## config.mk

```make
export PLATFORM = sky130hd
export DESIGN_NAME = adc_scan_ctrl
export DESIGN_NICKNAME = d
export VERILOG_FILES = /design/src/rtl/adc_scan_ctrl.sv
export SDC_FILE = /design/constraint.sdc
export NUM_CORES = 1
export LEC_CHECK = 0
export ABC_AREA = 1
export BUFFER_PORTS_ARGS = -buffer_cell sky130_fd_sc_hd__buf_4
export CELL_PAD_IN_SITES_DETAIL_PLACEMENT = 1
export CELL_PAD_IN_SITES_GLOBAL_PLACEMENT = 2
export CORE_ASPECT_RATIO = 0.7
export CORE_MARGIN = 10
export CORE_UTILIZATION = 32
export CTS_BUF_LIST = sky130_fd_sc_hd__clkbuf_16
export CTS_CLUSTER_SIZE = 10
export DETAILED_ROUTE_END_ITERATION = 6
export GPL_TIMING_DRIVEN = 0
export HOLD_SLACK_MARGIN = 0.15
export PLACE_DENSITY = 0.9
export SYNTH_ARGS = -nofsm -noshare
export SYNTH_HDL_FRONTEND = slang
export SYNTH_SLANG_ARGS = --single-unit
```

## constraint.sdc

```tcl
create_clock -name clk -period 3.2 [get_ports clk]
set_input_delay 0.32 -clock clk [delete_from_list [all_inputs] [get_ports clk]]
set_output_delay 0.32 -clock clk [all_outputs]
set_load 0.02 [all_outputs]
```

## src/rtl/adc_scan_ctrl.sv

```systemverilog
module adc_scan_ctrl #(
  parameter int NUM_CH   = 8,
  parameter int DIV_W    = 16,
  parameter int MIN_HALF = 13,
  parameter int MAX_HALF = 5000,
  parameter int CSH_CYC  = 27,
  parameter int SUCS_CYC = 10
) (
  input  logic              clk,
  input  logic              rst,
  input  logic              run,
  input  logic              scan_en,
  input  logic              diff_mode,
  input  logic [2:0]        ch_sel,
  input  logic [NUM_CH-1:0] ch_mask,
  input  logic [DIV_W-1:0]  half_div,
  output logic              sclk,
  output logic              cs_n,
  output logic              mosi,
  input  logic              miso,
  output logic              res_valid,
  input  logic              res_ready,
  output logic [9:0]        res_data,
  output logic [2:0]        res_chan
);
  localparam logic [DIV_W-1:0] HMIN   = DIV_W'(MIN_HALF);
  localparam logic [DIV_W-1:0] HMAX   = DIV_W'(MAX_HALF);
  localparam logic [DIV_W-1:0] SU     = DIV_W'(SUCS_CYC);
  localparam logic [DIV_W-1:0] CSH_M1 = DIV_W'(CSH_CYC - 1);
  localparam logic [4:0] LAST_K  = 5'd17;
  localparam logic [4:0] FIRST_D = 5'd7;
  localparam logic [4:0] LAST_D  = 5'd16;

  typedef enum logic [1:0] {S_IDLE, S_SETUP, S_HI, S_LO} st_t;

  st_t              st;
  logic [DIV_W-1:0] cnt, hd;
  logic [4:0]       k;
  logic [2:0]       cur_ch, last_ch;
  logic             cur_sgl;
  logic [9:0]       shreg;

  function automatic logic [2:0] pick(input logic [2:0] last, input logic [NUM_CH-1:0] m);
    pick = last;
    for (int i = NUM_CH; i >= 1; i--) begin
      int idx;
      idx = (int'(last) + i) % NUM_CH;
      if (m[idx]) pick = 3'(idx);
    end
  endfunction

  function automatic logic cmd_bit(input logic [4:0] idx, input logic sgl, input logic [2:0] ch);
    case (idx)
      5'd0:    cmd_bit = 1'b1;
      5'd1:    cmd_bit = sgl;
      5'd2:    cmd_bit = ch[2];
      5'd3:    cmd_bit = ch[1];
      5'd4:    cmd_bit = ch[0];
      default: cmd_bit = 1'b0;
    endcase
  endfunction

  wire [DIV_W-1:0] hd_req = (half_div < HMIN) ? HMIN : ((half_div > HMAX) ? HMAX : half_div);
  wire [DIV_W-1:0] su_len = (SU > hd) ? SU : hd;
  wire [2:0]       new_ch = scan_en ? pick(last_ch, ch_mask) : (ch_sel & 3'(NUM_CH - 1));
  wire             go     = run && !res_valid && (!scan_en || (|ch_mask));

  always_ff @(posedge clk) begin
    if (rst) begin
      st <= S_IDLE;  cs_n <= 1'b1;  sclk <= 1'b0;  mosi <= 1'b0;
      cnt <= '0;  k <= '0;  hd <= HMIN;
      cur_ch <= '0;  cur_sgl <= 1'b0;  last_ch <= 3'(NUM_CH - 1);
      shreg <= '0;  res_valid <= 1'b0;  res_data <= '0;  res_chan <= '0;
    end else begin
      if (res_valid && res_ready) res_valid <= 1'b0;
      case (st)
        S_IDLE: begin
          if (cnt < CSH_M1) cnt <= cnt + 1'b1;
          else if (go) begin
            st <= S_SETUP;  cs_n <= 1'b0;  cnt <= '0;  k <= '0;
            hd <= hd_req;  cur_ch <= new_ch;  last_ch <= new_ch;
            cur_sgl <= ~diff_mode;  mosi <= 1'b1;
          end
        end
        S_SETUP: begin
          if (cnt == su_len - 1'b1) begin
            sclk <= 1'b1;  st <= S_HI;  cnt <= '0;
          end else cnt <= cnt + 1'b1;
        end
        S_HI: begin
          if (cnt == hd - 1'b1) begin
            sclk <= 1'b0;  cnt <= '0;
            if (k == LAST_K) begin
              st <= S_IDLE;  cs_n <= 1'b1;  mosi <= 1'b0;
              res_valid <= 1'b1;  res_data <= shreg;  res_chan <= cur_ch;
            end else begin
              st <= S_LO;  k <= k + 1'b1;
              mosi <= cmd_bit(5'(k + 1'b1), cur_sgl, cur_ch);
            end
          end else cnt <= cnt + 1'b1;
        end
        default: begin
          if (cnt == hd - 1'b1) begin
            sclk <= 1'b1;  st <= S_HI;  cnt <= '0;
            if (k >= FIRST_D && k <= LAST_D) shreg <= {shreg[8:0], miso};
          end else cnt <= cnt + 1'b1;
        end
      endcase
    end
  end
endmodule

```

==> out/results.txt, run 1 <==
Area Overhead vs Synth -> 20.4%
Status -> complete, no violations
Commonest cells after routing, fill and taps aside -> nand2_1 (291), inv_1 (146), nor2_1 (140)
Post-Synthesis Cells -> 997
Post-Synth Adder-Cell Area -> 2.78%
Minimum clock period -> 3.04 ns
Multi-input logic area -> 3770 um2
Placed cells -> 1,283
NetSw -> 0.000504 W
Peak VDD IR -> 0.000239 V
Setup_tns -> 0 ns
Main combinational cell family by area after synthesis -> simple AND/OR/NAND/NOR gates
Post-synthesis mux area share -> 0%
GRT Util Overall -> 17.0%
Layout cells sized above 1 -> 14.4%
Final nets -> 1,117
CP max-delay cell -> dfxtp_4
Logic pwr share -> 7.0%
Total gr overflow -> 0
Worst reg2reg path depth -> 21
Setup slack, reg-to-reg -> 0.16 ns
Most common cell after layout, fill and taps aside -> nand2_1
Placer Congestion -> 0.897
Syn nets -> 1,044
HP Class -> in -> reg
Sequential share of power -> 44.3%
XOR/XNOR Fraction of Synth Area -> 5.38%
Pins over their slew limit -> 0
Via count of the first global-routing pass -> 6,598
Routed vias -> 6,307
Die X-Extent -> 182 um
Final hold viol count -> 0
Number of port buffers -> 50
CTS root buf -> clkbuf_16
PD cells -> 293 nW/um2
Post-DRT Antenna Nets -> 0
CP endpoint kind -> flip-flop
Final period util -> 95.1%
CTS Sinks -> 73
Worst-path maximum fanout -> 6
Max frequency -> 0.328 GHz
Post-synthesis simple-gate area fraction -> 46.9%
Cell Count, Final, Fillers Out -> 1,311
Reg2reg start -> hd[0]
Initial Util -> 32.5%
Clock-pin slew on the worst setup and hold paths -> 0.06 ns
Die height -> 133 um
Clock share of power -> 48.7%
Worst Hold End -> shreg[0]
Hold path cells -> 3
Seq cells post-synth -> 73
Worst Path Required -> 3.44 ns
Fillers -> 2,470
Final setup vio count -> 0
Total area of sequential cells -> 1470 um2
Crit path launch -> hd[0]
Largest net degree at the start of global routing -> 13
Core footprint -> 18,000 um2
Initial antenna violation count -> 0
Post-synthesis sequential area ratio -> 24.9%
Routed WL -> 20,300 um
Compound-cell area share of the yosys netlist -> 7.51%
Critical R2R Capture -> cnt[13]
WL/cell -> 15.5 um
YS warnings -> 0
Clk buf depth -> 2
Initial DRC Count -> 325
Avg Inst Size Synth -> 5.88 um2
DP HPWL -> 16,200 um
Total Power -> 0.00207 W
Mapped cell area -> 5860 um2
Pint -> 0.00157 W
Leak -> 3.71 nW
Worst Path Arrival -> 3.29 ns
Row count -> 41
First-pass GRT wire length -> 33,900 um
Worst Hold Launch -> miso
Worst Skew -> 0.00820 ns
CTS Buf Count -> 9
Count of cell types in the netlist -> 46
Setup CP Type -> reg -> reg
Max-cap violations -> 0
Die footprint -> 24,200 um2
CP top delay family -> simple AND/OR/NAND/NOR gates
Slowest stage delay, CP -> 0.38 ns
Critical Path Most Common Cell -> nand2_1
Critical path cell sequence -> inv_4 > ha_1 > inv_1 > nand3_2 > nand2_2 > nand3_4 > buf_8 > nand2_2 > ha_4 > nand2_8 > nor3_4 > nand2_1 > nand2_1 > nand4_1 > nor2_4 > nand2_4 > buf_12 > nand3_1 > nand3_1 > nand2_1 > inv_1
CP Buf/Inv Count -> 5
Detailed-route DRC error count -> 0
CP Launch Type -> flip-flop
# IOs -> 51
Slew HR -> 41.1%
First-pass DRT Iterations -> 4
CTS H-tree depth -> 3
DR vias/cell -> 4.81
Util after Layout -> 39.2%
Worst-Skew Late Latency -> 0.35 ns
Sw frac -> 24.3%
Antenna cells -> 0
CTS tree -> done
Worst-Margin Slew -> 0.881 ns
## cells by family (layout without fill, tap and decap cells)
| kind of cell | after synthesis | count (layout) |
|---|---|---|
| xor+xnor | 36 | 36 |
| simple gates | 617 | 617 |
| fa+ha+maj | 13 | 13 |
| buf+inv | 180 | 258 |
| compound gates | 78 | 78 |
| flops | 73 | 73 |
## through the flow
stage / hold slack, ns / setup slack, ns / area, um2
2_1_floorplan: 0.409 / 0.460 / 5860
3_3_place_gp: 0.478 / -0.641 / 6530
3_5_place_dp: 0.484 / -0.720 / 6530
4_1_cts: 0.208 / 0.0357 / 6930
5_1_grt: 0.234 / -0.0392 / 7050
6_report: 0.214 / 0.156 / 7050
## cells in the mapped netlist (all sizes together)
master   instances  area (um2)
and2             1        6.26
o21ai           29         145
or2              5        31.3
o211ai          11        82.6
clkinv           1        3.75
nor2           159         672
ha              13         163
nand2          312        1230
a21oi           30         150
xnor2           12         105
and3             1        6.26
nand4           14        93.8
a211oi           1        7.51
buf             11        83.8
nand3b           6        45.0
a32oi            1        8.76
nand3          101         556
o22ai            2        12.5
inv            151         567
nor3b            1        7.51
nor3            14        81.3
dfxtp           73        1460
o2111ai          1        8.76
xor2            24         210
o31ai            1        7.51
o41ai            1        8.76
clkbuf          17        80.1
nor4             3        18.8
a41oi            1        8.76
## state kept, by name, indices dropped and copies added (netlist names)
name	count
shreg	10
cur_sgl	1
hd	16
res_chan	3
last_ch	3
res_valid	1
mosi	1
k	5
cur_ch	3
st	2
sclk	1
res_data	10
cs_n	1
cnt	16
## area by class of cell
cell class,count,area share [%]
Sequential cell,73,20.8
Clock inverter,7,0.887
Multi-Input combinational cell,744,53.5
Tap cell,236,4.19
Buffer,27,2.32
Timing Repair Buffer,63,6.92
Clock buffer,9,3.19
Inverter,152,8.19
## per-layer routing
metal,vias up,share of wire (%),GRT usage [%],wire [um]
met5,-,0,0,0
met4,0,0.58,3.52,119
met3,12,4.6,3.14,930
met2,87,42,26.0,8600
met1,2954,53,24.2,10700
li1,3254,-,-,-
## worst register-to-register path, cell delays in order, from the launching register on
cell	delay (ns)
dfxtp_4	0.38
inv_4	0.05
ha_1	0.18
inv_1	0.06
nand3_2	0.08
nand2_2	0.12
nand3_4	0.13
buf_8	0.15
nand2_2	0.08
ha_4	0.18
nand2_8	0.08
nor3_4	0.25
nand2_1	0.07
nand2_1	0.20
nand4_1	0.19
nor2_4	0.22
nand2_4	0.10
buf_12	0.14
nand3_1	0.08
nand3_1	0.08
nand2_1	0.06
inv_1	0.04
## power groups by stage
stage | sequential, W | clock (W) | combinational (W)
after floorplan | 0.000936 | 0 | 0.0000770
after global placement | 0.000938 | 0 | 0.000141
after detailed placement | 0.000938 | 0 | 0.000142
after CTS | 0.000917 | 0.00103 | 0.000145
after global routing | 0.000917 | 0.00107 | 0.000164
final | 0.000917 | 0.00101 | 0.000144
## timing repair
item,4_1_cts,5_1_grt
endpoints found under the hold margin,1,0
resized for setup,20,14
hold buffers,1,0
pin swaps,7,12
buffers inserted,3,9
endpoints found under the setup margin,19,24
## worst max-delay path by stage
stage / endpoint / depth (start not counted) / slack [ns]
after floorplan: cnt[7] / 20 / 0.46
after global routing: cnt[13] / 24 / -0.04
after global placement: cnt[7] / 20 / -0.64
after CTS: cnt[7] / 24 / 0.04
final: cnt[13] / 21 / 0.16
after detailed placement: cnt[7] / 20 / -0.72
(Power assumes the default switching activity.)
==> run 2, diff against run 1 <==
--- a/config.mk
+++ b/config.mk
@@ -10,7 +10,7 @@
 export CELL_PAD_IN_SITES_DETAIL_PLACEMENT = 1
 export CELL_PAD_IN_SITES_GLOBAL_PLACEMENT = 2
 export CORE_ASPECT_RATIO = 0.7
-export CORE_MARGIN = 10
+export CORE_MARGIN = 2
 export CORE_UTILIZATION = 32
 export CTS_BUF_LIST = sky130_fd_sc_hd__clkbuf_16
 export CTS_CLUSTER_SIZE = 10
==> run 2 against run 1 <==
Net effect:
- sequential cell count stayed put
- sequential power hardly changed
- global-route usage is 4.3 points higher
- die area shrank 20%
- power up 1.7%
- largest power group unchanged
- utilization increased by 0.21 points
- maximum frequency is 0.70% higher
- combinational power about the same
- clock power hardly changed
- non-clock buffer count is 2 lower
- cell count shrank 0.15%
- highest routed layer unchanged
- wire length decreased by 2.0%
==> out/results.txt, run 2 (synthesis gave the netlist of run 1 again) <==
Status -> complete, no violations
Critical path cell sequence -> nor2_4 > nand2_2 > inv_4 > nand3_4 > buf_8 > nand2_2 > ha_4 > nand2_8 > nor3_4 > nand2_1 > nand2_1 > nand4_1 > nor2_4 > nand2_4 > nand2_4 > nand2_2 > nand2_4 > nor2_1
Area Overhead vs Synth -> 20.7%
Cell Count, Final, Fillers Out -> 1,309 (-0.15%)
CTS tree -> done
CP Buf/Inv Count -> 2 (-3)
Core footprint -> 18,000 um2 (-0.28%)
CTS H-tree depth -> 3 (unchanged)
Final setup vio count -> 0 (unchanged)
Worst-Margin Slew -> 0.900 ns (+0.0189 ns)
Layout cells sized above 1 -> 15.0% (+0.59 points)
Clock-pin slew on the worst setup and hold paths -> 0.07 ns (about the same)
CP max-delay cell -> dfxtp_1
Detailed-route DRC error count -> 0 (unchanged)
Slew HR -> 39.8% (-1.3 points)
PD cells -> 298 nW/um2 (+1.5%)
Commonest cells after routing, fill and taps aside -> nand2_1 (289), inv_1 (144), nor2_1 (140)
Placed cells -> 1,283 (unchanged)
Leak -> 3.70 nW (-0.29%)
CTS Sinks -> 73 (unchanged)
Setup CP Type -> reg -> reg
Worst-Skew Late Latency -> 0.35 ns (about the same)
Total gr overflow -> 0 (unchanged)
Peak VDD IR -> 0.000198 V (-17%)
Minimum clock period -> 3.02 ns (-0.0210 ns)
Final hold viol count -> 0 (unchanged)
Max frequency -> 0.331 GHz (+0.70%)
Number of port buffers -> 50 (unchanged)
Routed vias -> 6,334 (+0.43%)
Hold_ws -> 0.208 ns (-0.00664 ns)
Worst Path Required -> 3.44 ns (about the same)
Largest net degree at the start of global routing -> 14 (+1)
Worst Skew -> 0.00887 ns (+0.000665 ns)
Most common cell after layout, fill and taps aside -> nand2_1
Worst-path maximum fanout -> 8 (+2)
Final nets -> 1,115 (-0.18%)
Post-DRT Antenna Nets -> 0 (unchanged)
CTS Buf Count -> 9 (unchanged)
CTS root buf -> clkbuf_16
Die footprint -> 19,400 um2 (-20%)
# IOs -> 51 (unchanged)
Final Cell Area -> 7070 um2 (+0.25%)
First-pass GRT wire length -> 32,900 um (-2.9%)
DP HPWL -> 15,800 um (-2.3%)
HP Class -> in -> reg
Worst Path Arrival -> 3.26 ns (-0.03 ns)
Final period util -> 94.5% (-0.66 points)
Regs by FF count -> cnt x16, hd x16
CP top delay family -> simple AND/OR/NAND/NOR gates
Placer Congestion -> 0.893 (-0.53%)
Die X-Extent -> 166 um (-8.8%)
Initial Util -> 32.6% (+0.093 points)
Slowest stage delay, CP -> 0.37 ns (about the same)
WL/cell -> 15.2 um (-1.8%)
Via count of the first global-routing pass -> 6,460 (-2.1%)
Clk buf depth -> 2 (unchanged)
DR vias/cell -> 4.84 (+0.58%)
Row count -> 41 (unchanged)
First-pass DRT Iterations -> 5 (+1)
Initial antenna violation count -> 0 (unchanged)
Pins over their slew limit -> 0 (unchanged)
Max-cap violations -> 0 (unchanged)
Antenna cells -> 0 (unchanged)
Die height -> 117 um (-12%)
Initial DRC Count -> 338 (+4.0%)
CP endpoint kind -> flip-flop
CP Launch Type -> flip-flop
GRT Util Overall -> 21.3% (+4.3 points)
Routed WL -> 20,000 um (-2.0%)
Placement Cell Area -> 6530 um2 (unchanged)
[run 2: cell types whose count changed in the layout (fill, tap and decap cells not counted), moves of 2 or more]
cell	change
buf_4	-2
nand3_2	+2
nand3_1	-2
nand2_1	-2
inv_1	-2
clkinvlp_4	+2
[run 2: layer usage]
metal	vias to the layer above	track usage [%]	share of wire [%]
met5	-	0	0
met4	0	4.12	0.67
met3	12	4.47	3.8
met2	80	34.0	42
met1	2995	30.0	54
li1	3247	-	-
[run 2: tightest hold or removal path, delay by kind of cell]
kind | cells | cell delay [ns]
buffers and inverters | 1 | 0.09
AOI/OAI and AO/OA | 1 | 0.07
and+or+nand+nor | 1 | 0.05
[run 2: through the flow]
step	setup TNS (ns)	utilization (%)	worst slack (ns)	total power [W]
after floorplan	0	-	0.460	0.00101
after global placement	-11.06	36.4	-0.678	0.00108
after detailed placement	-13.38	36.4	-0.798	0.00108
after CTS	0	38.8	0.00312	0.00213
after global routing	-0.00318	39.4	-0.00318	0.00218
final	0	39.4	0.177	0.00211
[run 2: power breakdown]
group          total [W]  internal, W  switching, W
logic           0.000145    0.0000601     0.0000848
clock network    0.00104     0.000603      0.000441
registers       0.000917     0.000911    0.00000625
total            0.00211      0.00157      0.000532
[run 2: cell type report]
type	count	area, um2
plain buffers	27	164
multi-input cells	744	3810
flip-flops and latches	73	1470
repair buffers	61	464
fillers	2444	10900
well taps	236	295
inverters	152	581
clock inverters	7	70.1
clock buffers	9	225
[run 2: repair_timing]
action | CTS | global route
setup endpoints to repair | 19 | 21
hold buffers | 1 | 0
gates resized for setup | 21 | 24
pin swaps | 7 | 13
setup buffers | 6 | 4
endpoints found under the hold margin | 1 | 0
[run 2: worst paths after layout]
path	start	end	slack, ns	cells past startpoint
worst min register to register	shreg[9]	res_data[9]	0.49	2
worst max-delay path	hd[4]	cnt[7]	0.18	18
worst max register to register	hd[4]	cnt[7]	0.18	18
worst min-delay path	half_div[3]	hd[3]	0.21	3
